==> config.mk <==
export PLATFORM = sky130hd
export DESIGN_NAME = burst_wrap_seq
export DESIGN_NICKNAME = d
export VERILOG_FILES = /design/src/rtl/wrap_pkg.sv /design/src/rtl/wrap_ctrl.sv /design/src/rtl/fill_pack.sv /design/src/rtl/victim_split.sv /design/src/rtl/burst_wrap_seq.sv
export SDC_FILE = /design/constraint.sdc
export NUM_CORES = 1
export LEC_CHECK = 0
export ABC_AREA = 1
export BUFFER_PORTS_ARGS = -buffer_cell sky130_fd_sc_hd__buf_2
export CELL_PAD_IN_SITES_DETAIL_PLACEMENT = 0
export CELL_PAD_IN_SITES_GLOBAL_PLACEMENT = 1
export CORE_MARGIN = 5
export CORE_UTILIZATION = 32
export CTS_CLUSTER_DIAMETER = 60
export CTS_CLUSTER_SIZE = 24
export DETAILED_ROUTE_END_ITERATION = 6
export PLACE_DENSITY_LB_ADDON = 0.1
export SKIP_LAST_GASP = 1
export SLEW_MARGIN = 20
export SYNTH_ARGS = -nofsm -noshare
export SYNTH_HDL_FRONTEND = slang
export SYNTH_SLANG_ARGS = --single-unit
==> constraint.sdc <==
create_clock -name clk -period 1.8 [get_ports clk]
set_input_delay 0.54 -clock clk [delete_from_list [all_inputs] [get_ports clk]]
set_output_delay 0.54 -clock clk [all_outputs]
set_load 0.02 [all_outputs]
==> src/rtl/wrap_pkg.sv <==
package wrap_pkg;
    typedef enum logic [1:0] {
        SQ_IDLE  = 2'd0,
        SQ_FETCH = 2'd1,
        SQ_XFER  = 2'd2,
        SQ_FIN   = 2'd3
    } seq_state_e;

    localparam logic DIR_FILL  = 1'b0;
    localparam logic DIR_WRITE = 1'b1;
endpackage

==> src/rtl/wrap_ctrl.sv <==
module wrap_ctrl
    import wrap_pkg::*;
#(
    parameter int BEATS = 8,
    localparam int IW   = $clog2(BEATS)
) (
    input  logic          clk,
    input  logic          rst,
    input  logic          cmd_valid,
    input  logic          cmd_dir,
    input  logic [IW-1:0] cmd_start,
    input  logic          beat_valid,
    output seq_state_e    state,
    output logic [IW-1:0] cnt,
    output logic          dir,
    output logic          beat_fire,
    output logic [IW-1:0] cur_qw,
    output logic          beat_rdy,
    output logic          err,
    output logic          done
);
    seq_state_e    state_nx;
    logic [IW-1:0] start_q;
    logic          accept;
    logic          busy;
    logic          last_beat;

    assign busy      = (state == SQ_FETCH) || (state == SQ_XFER);
    assign accept    = cmd_valid && ((state == SQ_IDLE) || (state == SQ_FIN));
    assign beat_rdy  = (state == SQ_XFER);
    assign beat_fire = beat_valid && beat_rdy;
    assign last_beat = (cnt == IW'(BEATS - 1));
    assign cur_qw    = start_q ^ cnt;

    always_comb begin
        state_nx = state;
        unique case (state)
            SQ_IDLE: begin
                if (accept) state_nx = (cmd_dir == DIR_WRITE) ? SQ_FETCH : SQ_XFER;
            end
            SQ_FETCH: state_nx = SQ_XFER;
            SQ_XFER: begin
                if (beat_fire) begin
                    if (last_beat)                         state_nx = SQ_FIN;
                    else if (dir == DIR_WRITE && cnt[0])   state_nx = SQ_FETCH;
                end
            end
            SQ_FIN: begin
                if (accept) state_nx = (cmd_dir == DIR_WRITE) ? SQ_FETCH : SQ_XFER;
                else        state_nx = SQ_IDLE;
            end
        endcase
    end

    // state register and burst context
    always_ff @(posedge clk) begin
        if (rst) begin
            state   <= SQ_IDLE;
            cnt     <= '0;
            start_q <= '0;
            dir     <= DIR_FILL;
        end else begin
            state <= state_nx;
            if (accept) begin
                cnt     <= '0;
                start_q <= cmd_start;
                dir     <= cmd_dir;
            end else if (beat_fire) begin
                cnt <= cnt + 1'b1;
            end
        end
    end

    // registered pulse outputs
    always_ff @(posedge clk) begin
        if (rst) begin
            err  <= 1'b0;
            done <= 1'b0;
        end else begin
            err  <= cmd_valid && busy;
            done <= (state == SQ_FIN);
        end
    end

    AST_BUSY_CMD_FLAGGED: assert property (@(posedge clk) disable iff (rst)
        (cmd_valid && busy) |=> err);
    AST_BUSY_CMD_IGNORED: assert property (@(posedge clk) disable iff (rst)
        (cmd_valid && state == SQ_XFER && !(beat_fire && last_beat)) |=> (state != SQ_IDLE && state != SQ_FIN));
    AST_IDLE_COUNT_ZERO: assert property (@(posedge clk) disable iff (rst)
        (state == SQ_IDLE) |-> (cnt == '0));
    AST_DONE_SINGLE: assert property (@(posedge clk) disable iff (rst)
        done |=> !done);
    AST_NO_BEAT_OUTSIDE_XFER: assert property (@(posedge clk) disable iff (rst)
        (state != SQ_XFER) |=> $stable(cnt) || $past(accept));
endmodule

==> src/rtl/fill_pack.sv <==
module fill_pack
    import wrap_pkg::*;
#(
    parameter int QW_W  = 64,
    parameter int BEATS = 8,
    localparam int IW   = $clog2(BEATS),
    localparam int OW   = 2 * QW_W
) (
    input  logic            clk,
    input  logic            rst,
    input  logic            beat_fire,
    input  logic            dir,
    input  logic            second,
    input  logic [IW-1:0]   cur_qw,
    input  logic [QW_W-1:0] ext_rdata,
    output logic            int_wvalid,
    output logic [IW-2:0]   int_widx,
    output logic [OW-1:0]   int_wdata
);
    logic [QW_W-1:0] hold_q;
    logic            hold_v;
    logic            take;

    assign take = beat_fire && (dir == DIR_FILL);

    always_ff @(posedge clk) begin
        if (rst) begin
            hold_q     <= '0;
            hold_v     <= 1'b0;
            int_wvalid <= 1'b0;
            int_widx   <= '0;
            int_wdata  <= '0;
        end else begin
            int_wvalid <= 1'b0;
            if (take && !second) begin
                hold_q <= ext_rdata;
                hold_v <= 1'b1;
            end else if (take && second) begin
                hold_v     <= 1'b0;
                int_wvalid <= 1'b1;
                int_widx   <= cur_qw[IW-1:1];
                int_wdata  <= cur_qw[0] ? {ext_rdata, hold_q} : {hold_q, ext_rdata};
            end
        end
    end

    AST_PAIR_HAS_HALF: assert property (@(posedge clk) disable iff (rst)
        (take && second) |-> hold_v);
    AST_FILL_PULSE_SOURCE: assert property (@(posedge clk) disable iff (rst)
        int_wvalid |-> $past(take && second));
    AST_NO_WRITE_OUTPUT: assert property (@(posedge clk) disable iff (rst)
        int_wvalid |-> $past(dir == DIR_FILL));
endmodule

==> src/rtl/victim_split.sv <==
module victim_split
    import wrap_pkg::*;
#(
    parameter int QW_W  = 64,
    parameter int BEATS = 8,
    localparam int IW   = $clog2(BEATS),
    localparam int OW   = 2 * QW_W
) (
    input  logic            clk,
    input  logic            rst,
    input  seq_state_e      state,
    input  logic            dir,
    input  logic            cnt_odd,
    input  logic [IW-1:0]   cur_qw,
    output logic            int_rreq,
    output logic [IW-2:0]   int_ridx,
    input  logic [OW-1:0]   int_rdata,
    output logic [QW_W-1:0] ext_wdata
);
    logic [OW-1:0] oct_q;

    assign int_rreq  = (state == SQ_FETCH);
    assign int_ridx  = cur_qw[IW-1:1];
    assign ext_wdata = (state == SQ_XFER && dir == DIR_WRITE)
                     ? (cur_qw[0] ? oct_q[OW-1:QW_W] : oct_q[QW_W-1:0])
                     : '0;

    always_ff @(posedge clk) begin
        if (rst)           oct_q <= '0;
        else if (int_rreq) oct_q <= int_rdata;
    end

    AST_FETCH_WRITE_ONLY: assert property (@(posedge clk) disable iff (rst)
        int_rreq |-> (dir == DIR_WRITE));
    AST_FETCH_PAIR_START: assert property (@(posedge clk) disable iff (rst)
        int_rreq |-> !cnt_odd);
    AST_FETCH_THEN_XFER: assert property (@(posedge clk) disable iff (rst)
        int_rreq |=> (state == SQ_XFER));
endmodule

==> src/rtl/burst_wrap_seq.sv <==
module burst_wrap_seq
    import wrap_pkg::*;
#(
    parameter int QW_W  = 64,
    parameter int BEATS = 8,
    localparam int IW   = $clog2(BEATS),
    localparam int OW   = 2 * QW_W
) (
    input  logic            clk,
    input  logic            rst,
    input  logic            cmd_valid,
    input  logic            cmd_dir,
    input  logic [IW-1:0]   cmd_start,
    input  logic            beat_valid,
    output logic            beat_rdy,
    output logic [IW-1:0]   beat_qw,
    input  logic [QW_W-1:0] ext_rdata,
    output logic [QW_W-1:0] ext_wdata,
    output logic            int_wvalid,
    output logic [IW-2:0]   int_widx,
    output logic [OW-1:0]   int_wdata,
    output logic            int_rreq,
    output logic [IW-2:0]   int_ridx,
    input  logic [OW-1:0]   int_rdata,
    output logic            done,
    output logic            err
);
    seq_state_e    state;
    logic [IW-1:0] cnt;
    logic          dir;
    logic          beat_fire;
    logic [IW-1:0] cur_qw;

    assign beat_qw = cur_qw;

    wrap_ctrl #(.BEATS(BEATS)) u_ctrl (
        .clk        (clk),
        .rst        (rst),
        .cmd_valid  (cmd_valid),
        .cmd_dir    (cmd_dir),
        .cmd_start  (cmd_start),
        .beat_valid (beat_valid),
        .state      (state),
        .cnt        (cnt),
        .dir        (dir),
        .beat_fire  (beat_fire),
        .cur_qw     (cur_qw),
        .beat_rdy   (beat_rdy),
        .err        (err),
        .done       (done)
    );

    fill_pack #(.QW_W(QW_W), .BEATS(BEATS)) u_fill (
        .clk        (clk),
        .rst        (rst),
        .beat_fire  (beat_fire),
        .dir        (dir),
        .second     (cnt[0]),
        .cur_qw     (cur_qw),
        .ext_rdata  (ext_rdata),
        .int_wvalid (int_wvalid),
        .int_widx   (int_widx),
        .int_wdata  (int_wdata)
    );

    victim_split #(.QW_W(QW_W), .BEATS(BEATS)) u_split (
        .clk        (clk),
        .rst        (rst),
        .state      (state),
        .dir        (dir),
        .cnt_odd    (cnt[0]),
        .cur_qw     (cur_qw),
        .int_rreq   (int_rreq),
        .int_ridx   (int_ridx),
        .int_rdata  (int_rdata),
        .ext_wdata  (ext_wdata)
    );

    AST_RDY_EXCLUSIVE: assert property (@(posedge clk) disable iff (rst)
        !(int_rreq && beat_rdy));
    AST_DONE_AFTER_BURST: assert property (@(posedge clk) disable iff (rst)
        done |-> !$past(beat_rdy));
endmodule

Word level (Yosys, flattened, before mapping)
Cells that the tools add are included.
- add/sub/neg operators: 1
- equality and inequality tests: 7
- muxes and demuxes: 11
- bitwise gates (word level): 3
- reductions and logical operators: 16
- operators with widths (cell ; count):
    128-bit two-way mux ; 1
    64-bit two-way mux ; 2
    2-bit two-way mux ; 6
    1-bit logical AND ; 8
    2-bit case mux with 4 select lines ; 1
    2-bit equality test (second input constant) ; 2
    2-bit by 1-bit != test with 1-bit output (second input constant) ; 2
    2-bit OR reduction ; 2
    3-bit by 1-bit adder with 3-bit output (second input constant) ; 1
    3-bit equality test (second input constant) ; 1
    3-bit != test (second input constant) ; 1
    3-bit AND reduction ; 1
    3-bit bitwise XOR ; 1
    2-bit by 1-bit equality test with 1-bit output (second input constant) ; 1
    2-bit zero test ; 1
    1-bit logical OR ; 2
    1-bit inverter ; 2
    2-bit AND reduction ; 1
    1-bit zero test ; 1
    1-bit two-way mux ; 1
- register bits after elaboration: 334
- output and inout bits: 204

Logic depth before layout (Yosys ltp)
- word-level depth: 6
- mapped depth: 10

Cells and area by module
From an unflattened synthesis, not the netlist that was laid out.
- cell total of the unflattened synthesis: 2830
- area, all modules: 16767.3 um^2
- by module, submodules not included (module ; instances ; cells an instance ; area an instance (um^2)):
    fill_pack ; 1 ; 1582 ; 9376.5
    victim_split ; 1 ; 1172 ; 6796.5
    wrap_ctrl ; 1 ; 76 ; 594.3

Least setup slack after synthesis
No wires, ideal clock.
- path type: register to output
- start point: register u_ctrl.state[0]
- end point: output port ext_wdata[10]
- data arrival time: 1.628 ns
- data required time: 1.260 ns
- path slack: -0.368 ns
- stages on the path, launching flop included: 8
- path buffers: 1
- path through: dfxtp_1 inv_1 ha_1 nand2_1 inv_2 clkbuf_1 o21ai_0 nor2_1
- cells in the longest elaborated chain, start to end: 3
- RTL lines (element ; line ; RTL):
    start: declaration ; wrap_ctrl.sv:13 ; output seq_state_e state,
    start signal: assignment ; wrap_ctrl.sv:63 ; state <= state_nx;
    2-bit equality test ; - ;
    net beat_rdy ; burst_wrap_seq.sv:15 ; output logic beat_rdy,
    1-bit logical AND ; victim_split.sv:24 ; assign ext_wdata = (state == SQ_XFER && dir == DIR_WRITE)
    64-bit two-way mux ; victim_split.sv:25 ; ? (cur_qw[0] ? oct_q[OW-1:QW_W] : oct_q[QW_W-1:0])
    end: declaration ; burst_wrap_seq.sv:18 ; output logic [QW_W-1:0] ext_wdata,
The timed path passes the listed nets, and every way through them passes these cells.

Worst setup path in the final report
- start point: register u_ctrl.state[0]
- end point: output port ext_wdata[34]
- cells in the longest elaborated chain, start to end: 3
- RTL lines (element ; line):
    2-bit equality test ; victim_split.sv:24
    1-bit logical AND ; victim_split.sv:24
    64-bit two-way mux ; victim_split.sv:25
Every way passes these cells.

==> summary.md <==
The maximum fanout along the worst path is 14, and the worst path setup slack after routing is -0.543 ns. Among cell families on the critical path, the largest total delay comes from buffers and inverters. For the CTS H-tree depth, the log shows 2. For the worst setup path, the data required time is 1.26 ns.

After routing, the total negative slack on setup checks comes to -34.93 ns. Setup violations remaining at the end of the flow were counted as 165. For the first-pass iteration count of the detailed router, the log shows 6. The highest metal layer carrying signal wires in the routed design is met5. The design draws 26.0 mW. The met1 wire length came out at 23,700 um.

For the pin with the worst max-slew slack, the measured transition is 0.895 ns. After global routing the overflow that remains totals 0. The tools report the number of DRC violations after detailed-routing iteration 0 as 1,017. The run gives 83,500 um as the first-pass GRT wire length.

In this run the horizontal extent of the chip is 223 um. In this run the number of cells on the critical path is 8. Across the VDD grid, the largest voltage drop is 0.000827 V.

The growth of design area from synthesis to finish works out to 41.7%. Summed over all cells, the static leakage comes to 10.0 nW. The CTS root buffer is sky130_fd_sc_hd__clkbuf_16.

Data arrives at the worst endpoint at 1.80 ns. Dividing the detail-routed via count by the number of cells gives 4.67. The synthesized netlist contains 18 unique library cells. The worst path uses 130% of the clock period. The most critical setup path has its startpoint at u_ctrl.state[0]. The core region is 45,100 sq um. After synthesis, flip-flops and latches occupy 46.1% of the total area. The worst slew slack as a fraction of its limit was 40.3%; the final hold slack was 0.198 ns. Minimum setup slack among reg-to-reg paths: -0.06 ns. At the end of routability-driven placement, the weighted congestion stood at 0.854. The run finished, with violations left.

In the routed design, unresolved DRC markers number 0. Number of standard cells after synthesis: 2,242. The minimum clock period was 2.34 ns. In this run the remaining antenna-violating nets after routing total 0. The count of cells along the worst register-to-register path works out to 12.

The worst setup slack before clock tree synthesis was -0.0677 ns. After detailed routing, the met2 layer carries 25,300 um of wire. STA classifies the critical path endpoint as a primary output. Clock sink count: 334. TritonCTS built the clock tree. For this run, the total global-route usage over all layers was measured as 20.8%. The die covers 49,700 sq um. Dividing the detail-routed wire length by the instance count gives 16.8 um. The wire length after detailed routing is 55,000 um. At the end of the flow the core is filled with cells to 45.6%.

The startpoint identified for the worst register-to-register timing path is u_ctrl.state[0]. Clock latency on the worst-skew pair, taken at its later pin, is 0.56 ns. The floorplan step set the die height to 223 um. The buffer and inverter count on the worst path is 4, and the quantity of hold-fixing buffers added after cts is 0. The mean area per synthesized cell was 6.48 sq um; the count of state elements after synthesis was 334.

The signal on the critical path passes through inv_2, ha_4, nand2_4, clkinv_8, buf_12, o21ai_0, nor2_2, buf_2. The run gives 14,500 sq um as the post-synthesis instance area. The number of buffers created by CTS came out at 37. Largest net degree at the start of global routing: 77. The final route contains 15,300 vias. The initial antenna violation count is 23, and the via count of the first global-routing pass is 14,600. The count of buffers added on input and output ports is 403.

The min-delay analysis places its worst path in the category input port to register. The final reports fail on setup timing. In this run the critical register-to-register path is captured at u_fill.int_wdata[99]. Critical path launch point type: a register.

Wire length on met3: 4880 um. Max-cap violations in this run came to 0. Setup repair after global routing could not meet its margin everywhere. Final hold violation count: 0. Following the worst setup path forward leads to its endpoint at ext_wdata[34].

The run gives 36,900 um as the total half-perimeter wirelength after legalization and detailed placement. The final layout contains 2,848 nets. On the critical path, the stage with the largest delay is an instance of sky130_fd_sc_hd__dfxtp_2. The largest clock skew in the final design was 0.0213 ns; the number of max-slew violations in the final report was 0. In the final layout, the share of cells above drive strength 1 is 27.7%. The number of nets handed over by synthesis was 2,449. The starting density of the core is 32.2%. The class of the most critical setup path was register to primary output. The clock passes through at most 3 buffers. The run gives 404 as the top-level I/O count. After clock tree synthesis, the clock-pin slew on the worst setup and hold paths is 0.07 ns. The power density over cell area works out to 1270 nW/um^2.

For the maximum clock rate, the log shows 427 MHz. For this run, the slowest stage of the critical path takes 0.32 ns. The logs give 0 for the count of yosys warnings during synthesis and 78 for the placement row count.
-- cells in the final DEF, fill, tap and decap left out, types with 4 or more instances in the layout --
master	netlist	final
sky130_fd_sc_hd__o21ai_2	0	24
sky130_fd_sc_hd__dfxtp_2	0	4
sky130_fd_sc_hd__inv_6	0	7
sky130_fd_sc_hd__nand2_1	410	405
sky130_fd_sc_hd__dfxtp_4	0	4
sky130_fd_sc_hd__inv_1	147	140
sky130_fd_sc_hd__buf_16	0	6
sky130_fd_sc_hd__clkinv_4	0	5
sky130_fd_sc_hd__nor2_1	777	680
sky130_fd_sc_hd__nand3_1	131	129
sky130_fd_sc_hd__a21oi_1	12	9
sky130_fd_sc_hd__o21ai_1	0	27
sky130_fd_sc_hd__ha_1	7	5
sky130_fd_sc_hd__buf_4	2	77
sky130_fd_sc_hd__buf_12	0	39
sky130_fd_sc_hd__o21ai_0	261	206
sky130_fd_sc_hd__diode_2	0	8
sky130_fd_sc_hd__dfxtp_1	334	326
sky130_fd_sc_hd__nor2_2	0	88
sky130_fd_sc_hd__o21ai_4	0	4
sky130_fd_sc_hd__buf_8	0	4
sky130_fd_sc_hd__buf_6	0	45
sky130_fd_sc_hd__bufinv_16	0	4
sky130_fd_sc_hd__inv_2	2	4
sky130_fd_sc_hd__clkbuf_16	0	45
sky130_fd_sc_hd__nor2_4	0	9
sky130_fd_sc_hd__buf_2	54	335
-- sequential cells by signal, summed over array words and instances (netlist names) --
register and count:
u_fill.int_widx 2, u_ctrl.err 1, u_split.oct_q 128, u_fill.hold_q 64, u_ctrl.cnt 3, u_fill.int_wdata 128, u_ctrl.dir 1, u_ctrl.state 2
u_ctrl.start_q 3, u_fill.int_wvalid 1, u_ctrl.done 1
-- metrics by stage --
| step | cell area, sq um | std cells |
|---|---|---|
| finish | 20600 | 3276 |
| global route | 20600 | 3272 |
| CTS | 20000 | 3253 |
| detailed placement | 17800 | 3167 |
| global placement | 17800 | 3167 |
| floorplan | 14800 | 2242 |
-- Yosys cell counts --
cell                       number  area [sq um]
sky130_fd_sc_hd__buf_1          9          33.8
sky130_fd_sc_hd__nor3_4         1          16.3
sky130_fd_sc_hd__nand3_1      131           656
sky130_fd_sc_hd__dfxtp_1      334          6690
sky130_fd_sc_hd__inv_1        147           552
sky130_fd_sc_hd__buf_2         54           270
sky130_fd_sc_hd__clkbuf_1      90           338
sky130_fd_sc_hd__xor2_1         2          17.5
sky130_fd_sc_hd__buf_4          2          15.0
sky130_fd_sc_hd__a21oi_1       12          60.1
sky130_fd_sc_hd__ha_1           7          87.6
sky130_fd_sc_hd__inv_2          2          7.51
sky130_fd_sc_hd__nand2_2        1          6.26
sky130_fd_sc_hd__or2_2          1          6.26
sky130_fd_sc_hd__nand2_1      410          1540
sky130_fd_sc_hd__nor2_1       777          2920
sky130_fd_sc_hd__o21ai_0      261          1310
sky130_fd_sc_hd__clkinv_1       1          3.75
-- worst min-delay path by stage --
stage	start	end	slack, ns	depth (start not counted)
floorplan	u_ctrl.start_q[0]	u_ctrl.start_q[0]	0.44	2
global placement	u_split.oct_q[75]	u_split.oct_q[75]	0.48	2
detailed placement	u_split.oct_q[76]	u_split.oct_q[76]	0.48	2
CTS	int_rdata[21]	u_split.oct_q[21]	0.16	3
global route	int_rdata[20]	u_split.oct_q[20]	0.18	3
finish	int_rdata[21]	u_split.oct_q[21]	0.20	3
-- layout make-up --
type	instances	area [sq um]
multi-input cells	1603	7160
repair buffers	515	4020
well taps	600	751
diodes	8	20.0
clock inverters	22	288
flip-flops and latches	334	6710
clock buffers	44	1020
fillers	4785	24500
inverters	150	606
-- cell families (layout without fill, tap and decap cells) --
group | count (synthesis) | count (layout) | synth area share, %
buffers and inverters | 305 | 731 | 8.40
adder cells (fa/ha/maj) | 7 | 7 | 0.603
AO/OA/AOI/OAI | 273 | 273 | 9.41
flip-flops | 334 | 334 | 46.1
XOR/XNOR | 2 | 2 | 0.121
AND/OR/NAND/NOR | 1321 | 1321 | 35.4
other | 0 | 8 | 0
-- layer usage --
layer	vias to the layer above	track usage [%]
met4	30	4.43
met2	465	33.7
met5	-	0
li1	7726	-
met3	82	7.49
met1	7000	26.8
-- worst register-to-register path: stages (launching register included) --
cell	delay [ns]
sky130_fd_sc_hd__dfxtp_2	0.32
sky130_fd_sc_hd__inv_2	0.06
sky130_fd_sc_hd__ha_4	0.14
sky130_fd_sc_hd__buf_4	0.16
sky130_fd_sc_hd__nand2_4	0.09
sky130_fd_sc_hd__nor3_4	0.17
sky130_fd_sc_hd__buf_6	0.15
sky130_fd_sc_hd__buf_12	0.14
sky130_fd_sc_hd__buf_12	0.12
sky130_fd_sc_hd__buf_12	0.16
sky130_fd_sc_hd__nand3_1	0.12
sky130_fd_sc_hd__nand2_1	0.08
sky130_fd_sc_hd__inv_1	0.03
-- where the power goes --
part	total (mW)	internal, mW	leakage, nW	switching (mW)
combinational	8.10	3.00	6.64	5.10
sequential	9.71	8.74	2.72	0.969
clock	8.22	4.76	0.639	3.46
total	26.0	16.5	10.0	9.53
-- timing repair --
action,in CTS,in global routing
buffers inserted,14,13
pin swaps,27,8
gates cloned,8,7
endpoints found under the setup margin,108,266
resized for setup,190,113
Power figures use the tool's default switching activity.
